<file path="src/rtl/sdi_chain_pkg.sv">
package sdi_chain_pkg;
  // Scrambler polynomial x^9 + x^4 + 1: history depth and short tap distance
  localparam int HIST_W = 9;
  localparam int TAP_D  = 4;

  // Strobes from control to datapath
  typedef struct packed {
    logic load;
    logic scramOn;
    logic nrziOn;
  } coder_strb_t;
endpackage

</file>
<file path="src/rtl/sdi_chain_ctrl.sv">
module sdi_chain_ctrl
  import sdi_chain_pkg::*;
(
  input  logic        ce,
  input  logic        scramOn,
  input  logic        nrziOn,
  output coder_strb_t strb
);
  always_comb begin
    strb.load    = ce;
    strb.scramOn = scramOn;
    strb.nrziOn  = nrziOn;
  end
endmodule

</file>
<file path="src/rtl/sdi_chain_dp.sv">
module sdi_chain_dp
  import sdi_chain_pkg::*;
#(
  parameter int WORD_W = 10
) (
  input  logic              clk,
  input  logic              rst,
  input  coder_strb_t       strb,
  input  logic [WORD_W-1:0] dataIn,
  input  logic [HIST_W-1:0] scrHistIn,
  input  logic              nrziHistIn,
  output logic [WORD_W-1:0] dataOut,
  output logic [HIST_W-1:0] scrStateNow,
  output logic [HIST_W-1:0] scrStateReg,
  output logic              nrziStateNow
);
  localparam int EXT_W = WORD_W + HIST_W;

  logic [EXT_W-1:0]  serialBits;   // history then this word, oldest at bit 0
  logic [WORD_W-1:0] nrziBits;
  logic              prevNrzi;

  // Bit-serial unroll of both stages, bit 0 first
  always_comb begin
    serialBits = '0;
    serialBits[HIST_W-1:0] = scrHistIn;
    for (int i = 0; i < WORD_W; i++) begin
      if (strb.scramOn)
        serialBits[HIST_W+i] = dataIn[i] ^ serialBits[i+HIST_W-TAP_D] ^ serialBits[i];
      else
        serialBits[HIST_W+i] = dataIn[i];
    end
    prevNrzi = nrziHistIn;
    nrziBits = '0;
    for (int i = 0; i < WORD_W; i++) begin
      nrziBits[i] = strb.nrziOn ? (serialBits[HIST_W+i] ^ prevNrzi) : serialBits[HIST_W+i];
      prevNrzi    = nrziBits[i];
    end
  end

  assign scrStateNow  = serialBits[EXT_W-1:EXT_W-HIST_W];
  assign nrziStateNow = nrziBits[WORD_W-1];

  always_ff @(posedge clk or posedge rst) begin
    if (rst) begin
      dataOut     <= '0;
      scrStateReg <= '0;
    end else if (strb.load) begin
      dataOut     <= nrziBits;
      scrStateReg <= serialBits[EXT_W-1:EXT_W-HIST_W];
    end
  end
endmodule

</file>
<file path="src/rtl/sdi_chain_coder.sv">
module sdi_chain_coder
  import sdi_chain_pkg::*;
#(
  parameter int WORD_W = 10
) (
  input  logic              clk,
  input  logic              rst,
  input  logic              ce,
  input  logic              scramOn,
  input  logic              nrziOn,
  input  logic [WORD_W-1:0] dataIn,
  input  logic [HIST_W-1:0] scrHistIn,
  input  logic              nrziHistIn,
  output logic [WORD_W-1:0] dataOut,
  output logic [HIST_W-1:0] scrStateNow,
  output logic [HIST_W-1:0] scrStateReg,
  output logic              nrziStateNow
);
  coder_strb_t strb;

  sdi_chain_ctrl i_ctrl (
    .ce(ce), .scramOn(scramOn), .nrziOn(nrziOn), .strb(strb)
  );

  sdi_chain_dp #(.WORD_W(WORD_W)) i_dp (
    .clk(clk), .rst(rst), .strb(strb), .dataIn(dataIn),
    .scrHistIn(scrHistIn), .nrziHistIn(nrziHistIn),
    .dataOut(dataOut), .scrStateNow(scrStateNow),
    .scrStateReg(scrStateReg), .nrziStateNow(nrziStateNow)
  );

  // first scrambled bit with NRZI off
  a_r2_first_bit: assert property (@(posedge clk) disable iff (rst)
    (ce && scramOn && !nrziOn) |=>
      dataOut[0] == ($past(dataIn[0]) ^ $past(scrHistIn[HIST_W-TAP_D]) ^ $past(scrHistIn[0])));

  // first NRZI bit with scrambler off
  a_r3_first_nrzi: assert property (@(posedge clk) disable iff (rst)
    (ce && nrziOn && !scramOn) |=> dataOut[0] == ($past(dataIn[0]) ^ $past(nrziHistIn)));

  // registers hold without clock enable
  a_r4_hold: assert property (@(posedge clk) disable iff (rst)
    !ce |=> ($stable(dataOut) && $stable(scrStateReg)));

  // registered history follows the combinational one
  a_r5_state_capture: assert property (@(posedge clk) disable iff (rst)
    ce |=> scrStateReg == $past(scrStateNow));

  // both stages off leave histories tracking the raw word
  a_r7_bypass_hist: assert property (@(posedge clk) disable iff (rst)
    (!scramOn && !nrziOn) |->
      (scrStateNow == dataIn[WORD_W-1 -: HIST_W] && nrziStateNow == dataIn[WORD_W-1]));

  // bypass word appears after one clock
  a_r8_latency: assert property (@(posedge clk) disable iff (rst)
    (ce && !scramOn && !nrziOn) |=> dataOut == $past(dataIn));
endmodule

</file>
<file path="config.mk">
export PLATFORM = sky130hd
export DESIGN_NAME = sdi_chain_coder
export DESIGN_NICKNAME = d
export VERILOG_FILES = /design/src/rtl/sdi_chain_pkg.sv /design/src/rtl/sdi_chain_ctrl.sv /design/src/rtl/sdi_chain_dp.sv /design/src/rtl/sdi_chain_coder.sv
export SDC_FILE = /design/constraint.sdc
export NUM_CORES = 1
export LEC_CHECK = 0
export BUFFER_PORTS_ARGS = -buffer_cell sky130_fd_sc_hd__buf_2
export CORE_ASPECT_RATIO = 0.9
export CORE_UTILIZATION = 49
export DETAILED_ROUTE_END_ITERATION = 12
export GPL_TIMING_DRIVEN = 1
export PLACE_DENSITY = 0.78
export SYNTH_ARGS = -nofsm -noshare
export SYNTH_HDL_FRONTEND = slang
export SYNTH_SLANG_ARGS = --single-unit
</file>
<file path="constraint.sdc">
create_clock -name clk -period 3.5 [get_ports clk]
set_input_delay 0.35 -clock clk [delete_from_list [all_inputs] [get_ports clk]]
set_output_delay 0.35 -clock clk [all_outputs]
set_load 0.05 [all_outputs]
</file>
* Yosys cells after proc, flatten, opt, wreduce, memory -nomap -nowiden
Cells that the tools add are included.
** Word-level totals
- Logic and storage cells :: 52
- Output and inout bits :: 29
- Flip-flop bits (word level) :: 19
** Cells by class
- Bitwise gates (word level) :: 30
- Multiplexer cells :: 20
** Operator list (count)
- 1-bit XOR :: 30
- 1-bit 2-to-1 mux :: 20

* Depth between registers and ports, before layout
- Depth after elaboration :: 23
- Depth in mapped cells :: 9

* Hierarchy
From an unflattened synthesis, not the netlist that was laid out.
** Unflattened totals
- Cells, all modules :: 153
- Area total of the unflattened synthesis :: 1451.4 um^2
** Modules (own cells, without submodules)
- sdi_chain_dp :: cells each 150, area an instance 1428.9 um^2, times used 1, seq. area each 475.5 um^2
- sdi_chain_ctrl :: cells each 3, area an instance 22.5 um^2, times used 1, seq. area each 0.0 um^2

* Worst setup path after synthesis
Ideal clock, no wire load.
- Path kind :: in2out
- Start :: in scrHistIn[6]
- End :: out nrziStateNow
- Path slack :: -57 ps
- Cell stages on the path :: 8
- Buffers on the path :: 0
- Data required time :: 3150 ps
- Arrival time :: 3207 ps
- Path through :: xnor2_1 xnor2_1 nor3b_1 nor3_1 nor3b_1 xor2_1 a21oi_1 nor2_1
** Between the ends
- Elaborated cells between the ends (all ways) :: 29
- Classes of those cells :: mux (13); bitwise (16)
** RTL lines
- start, declared :: line sdi_chain_coder.sv:12 : input logic [HIST_W-1:0] scrHistIn,
- 1-bit XOR (*) (2 in a row) :: line sdi_chain_dp.sv:29 : serialBits[HIST_W+i] = dataIn[i] ^ serialBits[i+HIST_W-TAP_D] ^ serialBits[i];
- 1-bit 2-to-1 mux (*) :: line sdi_chain_dp.sv:28 : if (strb.scramOn)
- 1-bit XOR (*) (2 in a row) :: line sdi_chain_dp.sv:29
- 1-bit 2-to-1 mux (*) :: line sdi_chain_dp.sv:28
- 1-bit XOR (*) (2 in a row) :: line sdi_chain_dp.sv:29
- 1-bit 2-to-1 mux (*) :: line sdi_chain_dp.sv:28
- net scrStateNow[8] :: line sdi_chain_coder.sv:15 : output logic [HIST_W-1:0] scrStateNow,
- 1-bit XOR :: line sdi_chain_dp.sv:36 : nrziBits[i] = strb.nrziOn ? (serialBits[HIST_W+i] ^ prevNrzi) : serialBits[HIST_W+i];
- 1-bit 2-to-1 mux (*) :: line sdi_chain_dp.sv:36
- end, declared :: line sdi_chain_coder.sv:17 : output logic nrziStateNow
The timed path passes the listed nets; every way through them passes the cells marked *.

* Worst setup path after layout
- Start :: in dataIn[0]
- End :: out nrziStateNow
** Between the ends
- Longest elaborated chain between the ends :: 23
- Elaborated cells between the ends (all ways) :: 31
- Classes of those cells :: mux (14); bitwise (17)
** RTL lines
- start, declared :: line sdi_chain_coder.sv:11 : input logic [WORD_W-1:0] dataIn,
- 1-bit XOR (2 in a row) :: line sdi_chain_dp.sv:29
- 1-bit 2-to-1 mux (*) :: line sdi_chain_dp.sv:28
- 1-bit XOR :: line sdi_chain_dp.sv:36
- 1-bit 2-to-1 mux :: line sdi_chain_dp.sv:36
- 1-bit XOR :: line sdi_chain_dp.sv:36
- 1-bit 2-to-1 mux :: line sdi_chain_dp.sv:36
- 1-bit XOR :: line sdi_chain_dp.sv:36
- 1-bit 2-to-1 mux :: line sdi_chain_dp.sv:36
- (+6 left out)
- 1-bit XOR :: line sdi_chain_dp.sv:36
- 1-bit 2-to-1 mux :: line sdi_chain_dp.sv:36
- 1-bit XOR :: line sdi_chain_dp.sv:36
- 1-bit 2-to-1 mux :: line sdi_chain_dp.sv:36
- 1-bit XOR :: line sdi_chain_dp.sv:36
- 1-bit 2-to-1 mux :: line sdi_chain_dp.sv:36
- 1-bit XOR :: line sdi_chain_dp.sv:36
- 1-bit 2-to-1 mux (*) :: line sdi_chain_dp.sv:36
Mark *: on every way between the ends. The rest lies on a longest branch, timed or not.

==> flow_metrics.py <==
metrics = {
    "grt": {
        "grtUsageMet1": 0.244,
        "grt_use_met3": 0.0433,
        "track_usage": 0.213,
        "top_usage_layer": "met2",
        "overflow": 0,
        "grt_use_met2": 0.419,
        "grt_max_degree": 24,
        "grt_antenna_before_repair": 0,
        "grt_first_pass_wirelength_um": 5110,
        "grt_pass1_vias": 1196,
    },
    "floorplan": {
        "die_h_um": 53.9,
        "io_pins": 54,
        "rows": 18,
        "initial_utilization": 0.524,
        "coreArea_mm2": 0.00279,
        "die_width_um": 59.6,
        "dieArea_mm2": 0.00321,
    },
    "cts": {
        "cts_buffers": 3,
        "cts.clk_slew.worst_paths_ns": 0.12,
        "cts_hold_buf": 0,
        "cts_tree": "yes",
        "cts_root_buffer": "clkbuf_4",
        "post-cts-setup-buffer-count": 0,
        "htree_levels": 1,
        "clk_path_buf_depth": 2,
        "clkLatencyLatePin_ns": 0.30,
        "cts_resized": 0,
        "cts.sinks": 19,
    },
    "logic_synthesis": {
        "synth_warnings": 0,
        "synth_cells": 155,
        "synth.top_cells.by_count": "xnor2_1, dfrtp_1, nor2_1",
        "syn_area_mm2": 0.00146,
        "syn-mean-instance-area_um2": 9.44,
        "async_flop_share": 1.00,
        "synth_top_area_cell": "dfrtp_1",
        "ys_seq_area_frac": 0.325,
        "synth_edf_count": 0,
        "synth_ff_type": "dfrtp_1",
        "synth_top_area_frac": 0.325,
        "synth_nets": 180,
        "synthDistinctLibCells": 31,
        "ys_seq_elements": 19,
        "yosys.cell_count.top_type": "xnor2_1",
        "ys_top_cells_by_area": "dfrtp_1, xnor2_1, xnor3_1",
    },
    "layout": {
        "n_antenna_cell": 0,
        "postLayoutCellArea_mm2": 0.00180,
        "area_growth_syn_to_layout_pct": 23.1,
        "nets": 234,
        "drive_gt1_frac": 0.337,
    },
    "run": {
        "max-cap-violations": 0,
    },
    "min_path": {
        "hold_class": "primary input to asynchronous set/reset pin",
    },
    "sta": {
        "worstMarginPinSlew_ns": 0.729,
        "setup_violations": 0,
        "period_minus_slack_ns": 3.19,
        "rsz0062_at_grt": "false",
        "skew_ns": 0,
        "slew_viol_final": 0,
        "finalHoldViolCount": 0,
        "layout_setup_ws_ns": 0.306,
        "hold_ws_ns": 0.147,
        "max_freq_mhz": 313,
        "slew_headroom": 0.514,
        "fin_setup_tns_ns": 0,
        "period_share": 0.913,
    },
    "status": {
        "outcome": "finished clean",
    },
    "power": {
        "powerDensity_mw_per_mm2": 651,
        "power.leakage_uw": 0.000923,
        "total_power_uw": 1170,
        "worst_ir_drop_vdd_mv": 0.483,
    },
    "critical_path": {
        "worstReg2RegStart": "i_dp.dataOut[8]",
        "required_ns": 3.15,
        "cp.arrival_ns": 2.84,
        "cp-start-kind": "primary input",
        "path_max_fanout": 4,
        "r2r_end": "i_dp.dataOut[8]",
        "worstSetupEndpointType": "output port",
        "crit_type": "primary input to output port",
        "reg2reg_slack_ns": 2.70,
        "reg2regPathDepth": 1,
    },
    "route": {
        "routed_via_density": 4.96,
        "num_vias": 1231,
        "initialDrtViolationCount": 46,
        "remaining_drc_errors": 0,
        "ant_nets": 0,
        "wirelength_um": 3200,
        "first_pass_iters": 4,
        "routedWlPerCell_um": 12.9,
    },
    "place": {
        "globalplace.congestion": 0.821,
        "placed_area_mm2": 0.00177,
        "dp_slack_ns": 0.312,
        "dp_hpwl_um": 2590,
        "io_buffers": 53,
    },
}
==> state kept, by name (all words and copies together) (netlist names) <==
register          count
i_dp.dataOut         10
i_dp.scrStateReg      9
==> report_power, final <==
group / internal, uW / switching [uW]
sequential: 275 / 28.3
clock: 42.6 / 69.7
combinational: 258 / 500
==> worst max path at each step <==
stage | end | slack [ns] | from
global route | nrziStateNow | 0.12 | scrHistIn[6]
detailed placement | nrziStateNow | 0.31 | dataIn[0]
global placement | nrziStateNow | 0.36 | dataIn[0]
floorplan | nrziStateNow | 0.1 | scrHistIn[6]
CTS | nrziStateNow | 0.31 | dataIn[0]
finish | nrziStateNow | 0.31 | dataIn[0]
==> critical path, cell delays in order <==
cell     delay (ns)
buf_2          0.11
xor3_2         0.48
xnor2_1        0.16
or3_4          0.34
and2_4         0.18
xnor3_2        0.28
xnor3_1        0.36
and3_1         0.21
nor2_1         0.10
buf_2          0.27
==> final cells by class <==
cell class | instances | area [um2]
multi-input cells | 119 | 931
repair buffers | 54 | 273
inverters | 12 | 45.0
flip-flops and latches | 19 | 475
fillers | 255 | 991
well taps | 40 | 50.0
clock buffers | 3 | 22.5
clock inverters | 1 | 5.00
==> cells in the final DEF (no fill, tap or decap), drive strengths merged <==
cell	n
a211o	1
a211oi	3
a21bo	1
a21boi	1
a21oi	12
and2	1
and3	3
and4	1
buf	54
clkbuf	3
clkinv	1
dfrtp	19
inv	12
mux2	4
nand2	14
nand3b	1
nor2	18
nor3	3
nor3b	2
o211a	2
o21a	1
o21ai	4
o22ai	1
o31ai	3
or3	1
or4	1
xnor2	22
xnor3	7
xor2	11
xor3	1
==> per-stage QoR <==
step / utilization / std cells
2_1_floorplan: - / 155
3_3_place_gp: 0.635 / 244
3_5_place_dp: 0.635 / 244
4_1_cts: 0.645 / 248
5_1_grt: 0.645 / 248
6_report: 0.645 / 248
==> cells by family (layout without fill, tap and decap cells) <==
kind of cell	after synthesis	count (layout)	synth area share
buffers and inverters	17	70	0.0444
and+or+nand+nor	45	45	0.147
xor gates and xnor gates	41	41	0.323
DFF	19	19	0.325
muxes	4	4	0.0308
AOI/OAI and AO/OA	29	29	0.130
==> metal layers <==
layer / wire length (um) / share of wire / up-vias
met5: 0 / 0 / -
met4: 19 / 0.0059 / 0
met3: 126 / 0.039 / 2
met2: 1680 / 0.53 / 37
met1: 1370 / 0.43 / 567
li1: - / - / 625
(Power assumes the default switching activity.)
